==> config.mk <==
export PLATFORM = sky130hd
export DESIGN_NAME = rst_irq_gen
export DESIGN_NICKNAME = d
export VERILOG_FILES = /design/src/rtl/rig_pkg.sv /design/src/rtl/rig_sync.sv /design/src/rtl/rig_stretch.sv /design/src/rtl/rig_flags.sv /design/src/rtl/rst_irq_gen.sv
export SDC_FILE = /design/constraint.sdc
export NUM_CORES = 1
export LEC_CHECK = 0
export BUFFER_PORTS_ARGS = -buffer_cell sky130_fd_sc_hd__buf_2
export CORE_ASPECT_RATIO = 0.75
export CORE_UTILIZATION = 25
export CTS_CLUSTER_SIZE = 40
export DETAILED_ROUTE_END_ITERATION = 10
export SYNTH_ARGS = -nofsm -noshare
export SYNTH_HDL_FRONTEND = slang
export SYNTH_SLANG_ARGS = --single-unit
==> constraint.sdc <==
create_clock -name clk -period 3.82 [get_ports clk]
set_clock_uncertainty 0.05 [all_clocks]
set_input_delay 0.191 -clock clk [delete_from_list [all_inputs] [get_ports clk]]
set_output_delay 0.191 -clock clk [all_outputs]
set_load 0.05 [all_outputs]
==> src/rtl/rig_pkg.sv <==
package rig_pkg;

    localparam int NCH_DEF     = 6;
    localparam int TW_DEF      = 12;
    localparam int SYNC_STAGES = 2;
    localparam int MAXCH       = 32;
    localparam int NRST        = 2;
    localparam int IDX_A       = 0;
    localparam int IDX_B       = 1;

    typedef logic [MAXCH-1:0] chvec_t;

    // Everything that can hold one reset line low.
    typedef struct packed {
        logic manual;  // synchronised manual reset
        logic rail;    // a masked rail fault
        logic gate;    // release condition not yet met
    } cause_t;

    function automatic logic masked_hit(chvec_t flags, chvec_t mask);
        return |(flags & mask);
    endfunction

    function automatic logic cause_live(cause_t c);
        return c.manual | c.rail | c.gate;
    endfunction

endpackage

==> src/rtl/rig_sync.sv <==
module rig_sync #(
    parameter int   STAGES  = 2,
    parameter logic RST_VAL = 1'b1
) (
    input  logic clk,
    input  logic rst,
    input  logic d,
    output logic q
);
    logic [STAGES-1:0] chain;

    always_ff @(posedge clk) begin
        if (rst) chain <= {STAGES{RST_VAL}};
        else     chain <= {chain[STAGES-2:0], d};
    end

    assign q = chain[STAGES-1];
endmodule

==> src/rtl/rig_stretch.sv <==
module rig_stretch #(
    parameter int TW = 12
) (
    input  logic          clk,
    input  logic          rst,
    input  logic          cause,
    input  logic [TW-1:0] tmo,
    output logic          active_o
);
    logic [TW-1:0] cnt;
    logic          active;

    always_ff @(posedge clk) begin
        if (rst) begin
            cnt    <= '0;
            active <= 1'b1;
        end else if (cause) begin
            cnt    <= tmo;
            active <= 1'b1;
        end else if (cnt != '0) begin
            cnt    <= cnt - 1'b1;
            active <= 1'b1;
        end else begin
            active <= 1'b0;
        end
    end

    assign active_o = active;
endmodule

==> src/rtl/rig_flags.sv <==
module rig_flags
    import rig_pkg::*;
#(
    parameter int NCH = 6
) (
    input  logic           clk,
    input  logic           rst,
    input  logic [NCH-1:0] fault,
    input  logic [NCH-1:0] irq_mask,
    input  logic           wd_expire,
    input  logic           seq_active,
    output logic           irq_o,
    output logic           healthy_o
);
    logic irq_q, healthy_q;

    always_ff @(posedge clk) begin
        if (rst) begin
            irq_q     <= 1'b0;
            healthy_q <= 1'b0;
        end else begin
            irq_q     <= ~seq_active &
                         (wd_expire | masked_hit(chvec_t'(fault), chvec_t'(irq_mask)));
            healthy_q <= ~|fault;
        end
    end

    assign irq_o     = irq_q;
    assign healthy_o = healthy_q;
endmodule

==> src/rtl/rst_irq_gen.sv <==
module rst_irq_gen
    import rig_pkg::*;
#(
    parameter int NCH = NCH_DEF,
    parameter int TW  = TW_DEF
) (
    input  logic                    clk,
    input  logic                    rst,
    input  logic                    mr_n,
    input  logic                    seq_active,
    input  logic                    seq_done,
    input  logic [NCH-1:0]          ch_en,
    input  logic [$clog2(NCH)-1:0]  ra_sel,
    input  logic [NCH-1:0]          fault,
    input  logic [NCH-1:0]          ra_mask,
    input  logic [NCH-1:0]          rb_mask,
    input  logic [NCH-1:0]          irq_mask,
    input  logic                    wd_expire,
    input  logic [TW-1:0]           ra_tmo,
    input  logic [TW-1:0]           rb_tmo,
    output logic                    rst_a_n,
    output logic                    rst_b_n,
    output logic                    irq_n,
    output logic                    healthy_n
);
    logic          mr_q;
    logic          gate_a;
    cause_t        cz   [NRST];
    logic [TW-1:0] tmo  [NRST];
    logic          held [NRST];
    logic          irq_act, healthy_act;

    rig_sync #(.STAGES(SYNC_STAGES), .RST_VAL(1'b1)) u_mr_sync (
        .clk(clk), .rst(rst), .d(mr_n), .q(mr_q)
    );

    // a selected index beyond the rail count never releases reset A
    assign gate_a = (int'(ra_sel) < NCH) ? ch_en[ra_sel] : 1'b0;

    assign cz[IDX_A] = '{manual: ~mr_q,
                         rail:   masked_hit(chvec_t'(fault), chvec_t'(ra_mask)),
                         gate:   ~gate_a};
    assign cz[IDX_B] = '{manual: ~mr_q,
                         rail:   masked_hit(chvec_t'(fault), chvec_t'(rb_mask)),
                         gate:   ~seq_done};
    assign tmo[IDX_A] = ra_tmo;
    assign tmo[IDX_B] = rb_tmo;

    for (genvar g = 0; g < NRST; g++) begin : g_rst
        rig_stretch #(.TW(TW)) u_stretch (
            .clk(clk), .rst(rst),
            .cause(cause_live(cz[g])),
            .tmo(tmo[g]),
            .active_o(held[g])
        );
    end

    rig_flags #(.NCH(NCH)) u_flags (
        .clk(clk), .rst(rst),
        .fault(fault), .irq_mask(irq_mask),
        .wd_expire(wd_expire), .seq_active(seq_active),
        .irq_o(irq_act), .healthy_o(healthy_act)
    );

    assign rst_a_n   = ~held[IDX_A];
    assign rst_b_n   = ~held[IDX_B];
    assign irq_n     = ~irq_act;
    assign healthy_n = ~healthy_act;
endmodule

==> impl_metrics.ini, run 1 <==
[outcome]
run_status = finished with violations
violations = design-rule violations

[floorplanning]
rows = 25
die_y_um = 74.3
io_pins = 67
dieWidth_um = 98.3
core_um2 = 6510
start_util_pct = 26.7
dieArea_um2 = 7300

[synth]
synth_ff_type = dfxtp_1
async_flop_share_pct = 0
syn_area_per_cell_um2 = 8.53
synth_edf_count = 0
synth_nets = 271
ys_types = 42
synth.yosys.seq_area_share_pct = 34.5
synth.cell_area_um2 = 1740
ys_warn_count = 0
syn_inst = 204
ys_ff_latch = 30

[timing]
post-route-min-period_ns = 2.39
tns_ns = 0
grt_setup_unrepaired = false
fin_hold_ws_ns = 0.0207
fmax_mhz = 419
timing.final.ws_setup_ns = 1.43
worstMarginPinSlew_ns = 0.857
hold_viol_final = 0
slew_violations = 0
period_share_pct = 62.6
slew_headroom_pct = 42.8
finalSetupViolCount = 0

[worst_setup_path]
startpoint = g_rst[1].u_stretch.cnt[0]
required_ns = 3.97
end_kind = register
reg2regPathDepth = 7
start_kind = register
crit_fanout = 11
worst_r2r_endpoint = g_rst[1].u_stretch.cnt[0]
worstPathArrival_ns = 2.54
crit_path_end = g_rst[1].u_stretch.cnt[0]
worst-setup-path-type = reg2reg
rrSetupSlack_ns = 1.43
r2r_start = g_rst[1].u_stretch.cnt[0]

[clock_network]
clock_path_buffers = 2
clk_latency_ns = 0.27
cts_made_buffers = 5
ctsResizeCount = 0
cts.sinks = 30
htree_num_levels = 2
clk_pin_slew_ns = 0.07
cts_root_buf = clkbuf_8
hold_buffers = 0
post_cts_buffers = 0
tritoncts = built

[placement]
placed_cell_area_um2 = 2140
gp_congestion = 0.799
placement.io_buffers = 66
place_worst_setup_slack_ns = 1.51
place_hpwl_mm = 3.36
dp.cells = 343

[layout]
final_net_count = 336
fin_util_pct = 34.1
stdcell_count = 350
area_growth_pct = 27.5
layout_commonest_cell = buf_2
fin_area_um2 = 2220
fill_cells = 718
drive_gt1_share_pct = 30.5
antennaDiodeCount = 0
layout_common_cells = buf_2, dfxtp_1, nor2_1

[global_route]
grt_pass1_wl_mm = 7.11
grt_max_degree = 33
grt_pass1_vias = 1511
antenna_found_initial = 0
grt-ovfl-total = 0
grt_use_total_pct = 12.6

[power_and_ir_drop]
ir_drop_mv = 0.116
power_mw = 0.756
p_leak_nw = 0.944
cellPowerDensity_nw_per_um2 = 341

[route]
routed_via_density = 4.76
drtPass1Iterations = 7
num_vias = 1667
avgRoutedWirePerCell_um = 12.8
drcViolationCount = 9
first_iter_violations = 64
drtAntennaViolNets = 0
totalWireLength_mm = 4.50

[hold_path]
hold-path-cell-count = 2
hold_class = in2reg
hold_start = seq_active

[job]
maxCapViolCount = 0
-- cell families (layout without fill, tap and decap cells) --
logic type | count (synthesis) | in the layout | share of synthesized area (%)
simple gates | 84 | 84 | 27.8
xor+xnor | 13 | 13 | 6.54
mux | 14 | 14 | 8.05
buf+inv | 19 | 84 | 4.24
flops | 30 | 30 | 34.5
fa+ha+maj | 4 | 4 | 2.88
compound gates | 40 | 40 | 16.0
-- where the power goes --
group | leakage [nW] | switching, mW | internal [mW]
sequential | 0.249 | 0.0203 | 0.332
clock | 0.0438 | 0.118 | 0.122
combinational | 0.651 | 0.0833 | 0.0806
total | 0.944 | 0.221 | 0.535
-- worst min path at each step --
stage / end / slack (ns)
2_1_floorplan: u_flags.healthy_o / 0.22
3_3_place_gp: u_flags.irq_o / 0.31
3_5_place_dp: u_flags.irq_o / 0.31
4_1_cts: u_flags.irq_o / 0.008
5_1_grt: u_flags.irq_o / 0.01
6_report: u_flags.irq_o / 0.02
-- worst max-delay path: stages (launching register included) --
cell,delay [ns]
dfxtp_1,0.32
inv_1,0.12
ha_1,0.15
nor4b_1,0.58
nand4bb_1,0.55
xnor2_1,0.31
nand2_1,0.08
a21oi_1,0.16
-- metal layers --
| layer | vias to the layer above | part of all wire (%) | track usage, % |
|---|---|---|---|
| li1 | 873 | - | - |
| met1 | 739 | 50 | 16.6 |
| met2 | 50 | 40 | 19.2 |
| met3 | 5 | 8.1 | 4.42 |
| met4 | 0 | 1.0 | 4.98 |
| met5 | - | 0 | 0 |
-- flip-flops by register name, summed over array words and instances, names as in the netlist --
name,flops
g_rst.u_stretch.active_o,2
g_rst.u_stretch.cnt,24
u_flags.healthy_o,1
u_flags.irq_o,1
u_mr_sync.chain,2
-- synthesized netlist by cell type (2+ instances only) --
cell type	instances	share of area (%)
nand3b_1	3	1.3
xor2_1	5	2.5
nand3_1	10	2.9
buf_2	2	0.58
a21oi_1	15	4.3
a211oi_1	2	0.86
a222oi_1	3	1.7
nor4_4	2	2.4
xnor2_1	8	4.0
or4_1	7	3.0
ha_1	4	2.9
o21ai_1	3	0.86
or4_4	2	1.3
nor2_1	19	4.1
o21ai_0	3	0.86
or2_2	2	0.72
nor4_1	2	0.72
mux2i_1	14	8.1
nor3b_1	3	1.3
clkbuf_1	5	1.1
a311oi_1	2	1.0
inv_1	11	2.4
o31ai_1	3	1.3
nor3_1	6	1.7
nand2_1	17	3.7
dfxtp_1	30	35
a22oi_1	3	1.3
nand2b_1	4	1.4
-- area by class of cell --
class | instances | area, µm² | area share (%)
multi-input cells | 155 | 1070 | 48.1
flip-flops and latches | 30 | 601 | 27.1
repair buffers | 66 | 330 | 14.9
well taps | 81 | 101 | 4.57
clock buffers | 5 | 68.8 | 3.10
inverters | 11 | 41.3 | 1.86
clock inverters | 2 | 10.0 | 0.451
Note: power is estimated with default switching activity, not from simulation.
==> run 2: changes to the inputs <==
==> constraint.sdc (replaced) <==
create_clock -name clk -period 2.3 [get_ports clk]
set_clock_uncertainty 0.05 [all_clocks]
set_input_delay 0.115 -clock clk [delete_from_list [all_inputs] [get_ports clk]]
set_output_delay 0.115 -clock clk [all_outputs]
set_load 0.05 [all_outputs]
==> run 2 against run 1 <==
  * The flow still finishes with violations (design-rule violations)
  * Register-to-register slack lost 1.2 ns
  * First-iteration DRC count grew 47%
  * Die area is the same
  * Sequential share of layout area shrank 0.83 points
  * Sequential cell count is the same
  * Maximum frequency grew 16%
  * Power grew 67%
  * Worst setup slack lost 1.2 ns
  * Final cell count grew 2.3%
  * Utilization grew 1.1 points
  * Wire length shrank 1.8%
  * Non-clock buffer count grew 8
  * Critical path type unchanged
  * Largest cell class unchanged
  * Highest routed layer unchanged
==> impl_metrics.ini, run 2 (synthesis results as in run 1) <==
[outcome]
run_status = finished with violations
violations = design-rule violations

[floorplanning]
io_pins = 67
dieArea_um2 = 7300
dieWidth_um = 98.3
die_y_um = 74.3
core_um2 = 6510
rows = 25
start_util_pct = 26.7

[layout]
regMostFlops = g_rst.u_stretch.cnt
layout_common_cells = buf_2, dfxtp_1, nor2_1
drive_gt1_share_pct = 31.0
largest_reg_flops = 24
fill_cells = 699
layout_commonest_cell = buf_2
final_net_count = 344
area_growth_pct = 31.5
antennaDiodeCount = 0
fin_area_um2 = 2290

[clock_network]
cts_root_buf = clkbuf_8
clock_path_buffers = 2
ctsResizeCount = 0
clk_latency_ns = 0.27
clk_pin_slew_ns = 0.07
cts.sinks = 30
htree_num_levels = 2
hold_buffers = 4
post_cts_buffers = 0
tritoncts = built
cts_made_buffers = 5

[job]
maxCapViolCount = 0

[hold_path]
hold_class = in2reg

[route]
totalWireLength_mm = 4.41
drtAntennaViolNets = 0
avgRoutedWirePerCell_um = 12.3
drtPass1Iterations = 7
drcViolationCount = 9
first_iter_violations = 94
num_vias = 1686
routed_via_density = 4.71

[worst_setup_path]
cpMaxStageDelayCell = or4_1
worstPathArrival_ns = 2.20
cp_cell_sequence = inv_1 > ha_1 > or3b_1 > or4_1 > nor3_1 > a21oi_1 > a211oi_2
end_kind = register
crit_fanout = 5
start_kind = register
cpPeakStageDelay_ns = 0.46
worst-setup-path-type = reg2reg
required_ns = 2.45

[placement]
placed_cell_area_um2 = 2170
gp_congestion = 0.782
place_hpwl_mm = 3.30
placement.io_buffers = 66

[timing]
post-route-min-period_ns = 2.05
slew_violations = 0
worstMarginPinSlew_ns = 0.587
grt_setup_unrepaired = false
slew_headroom_pct = 60.9
tns_ns = 0
fmax_mhz = 487
finalSetupViolCount = 0
period_share_pct = 89.2
hold_viol_final = 0

[power_and_ir_drop]
cellPowerDensity_nw_per_um2 = 551
ir_drop_mv = 0.170
p_leak_nw = 0.984

[global_route]
grt_max_degree = 33
antenna_found_initial = 0
grt-ovfl-total = 0
grt_use_total_pct = 12.7
grt_pass1_vias = 1569
grt_pass1_wl_mm = 7.26
run 2: critical path, delay by kind of cell (launching register included):
| kind | cells | cell delay [ns] |
|---|---|---|
| AO/OA/AOI/OAI | 2 | 0.27 |
| flip-flops | 1 | 0.32 |
| adder cells (fa/ha/maj) | 1 | 0.19 |
| buffers and inverters | 1 | 0.10 |
| AND/OR/NAND/NOR | 3 | 1.05 |
run 2: routing by layer:
layer | wire length [µm] | share of wire [%] | global-route usage (%) | up-vias
li1 | - | - | - | 888
met1 | 2230 | 51 | 16.9 | 737
met2 | 1780 | 40 | 19.5 | 57
met3 | 371 | 8.4 | 4.14 | 4
met4 | 25 | 0.57 | 3.98 | 0
met5 | 0 | 0 | 0 | -
run 2: area by class of cell:
| cell class | count | area [µm²] | share of cell area (%) |
|---|---|---|---|
| multi-input cells | 155 | 1070 | 46.6 |
| flip-flops and latches | 30 | 601 | 26.2 |
| repair buffers | 74 | 400 | 17.5 |
| well taps | 81 | 101 | 4.43 |
| clock buffers | 5 | 68.8 | 3.01 |
| inverters | 11 | 41.3 | 1.80 |
| clock inverters | 2 | 10.0 | 0.437 |
run 2: worst paths after layout:
| kind | startpoint | end | slack (ns) | cells after the start |
|---|---|---|---|---|
| worst max-delay path | g_rst[1].u_stretch.cnt[0] | g_rst[1].u_stretch.cnt[10] | 0.25 | 7 |
| worst min-delay path | ra_tmo[0] | g_rst[0].u_stretch.cnt[0] | 0.02 | 3 |
| worst max register to register | g_rst[1].u_stretch.cnt[0] | g_rst[1].u_stretch.cnt[10] | 0.25 | 7 |
| worst min register to register | u_mr_sync.chain[0] | u_mr_sync.chain[1] | 0.36 | 1 |
run 2: power by group:
| part | total (mW) | internal, mW | switching (mW) |
|---|---|---|---|
| clock network | 0.396 | 0.203 | 0.193 |
| logic | 0.280 | 0.142 | 0.138 |
| registers | 0.585 | 0.552 | 0.0331 |
| total | 1.26 | 0.896 | 0.365 |
run 2: through the flow:
stage	utilization [%]	hold slack (ns)	std cells	setup WS [ns]	power [mW]
after global routing	35.2	0.0281	358	0.0966	1.34
after global placement	33.3	0.230	347	0.309	0.870
after CTS	35.2	0.0130	358	0.234	1.28
after detailed placement	33.3	0.231	347	0.253	0.874
final	35.2	0.0181	358	0.248	1.26
after floorplan	-	0.141	204	0.387	0.772
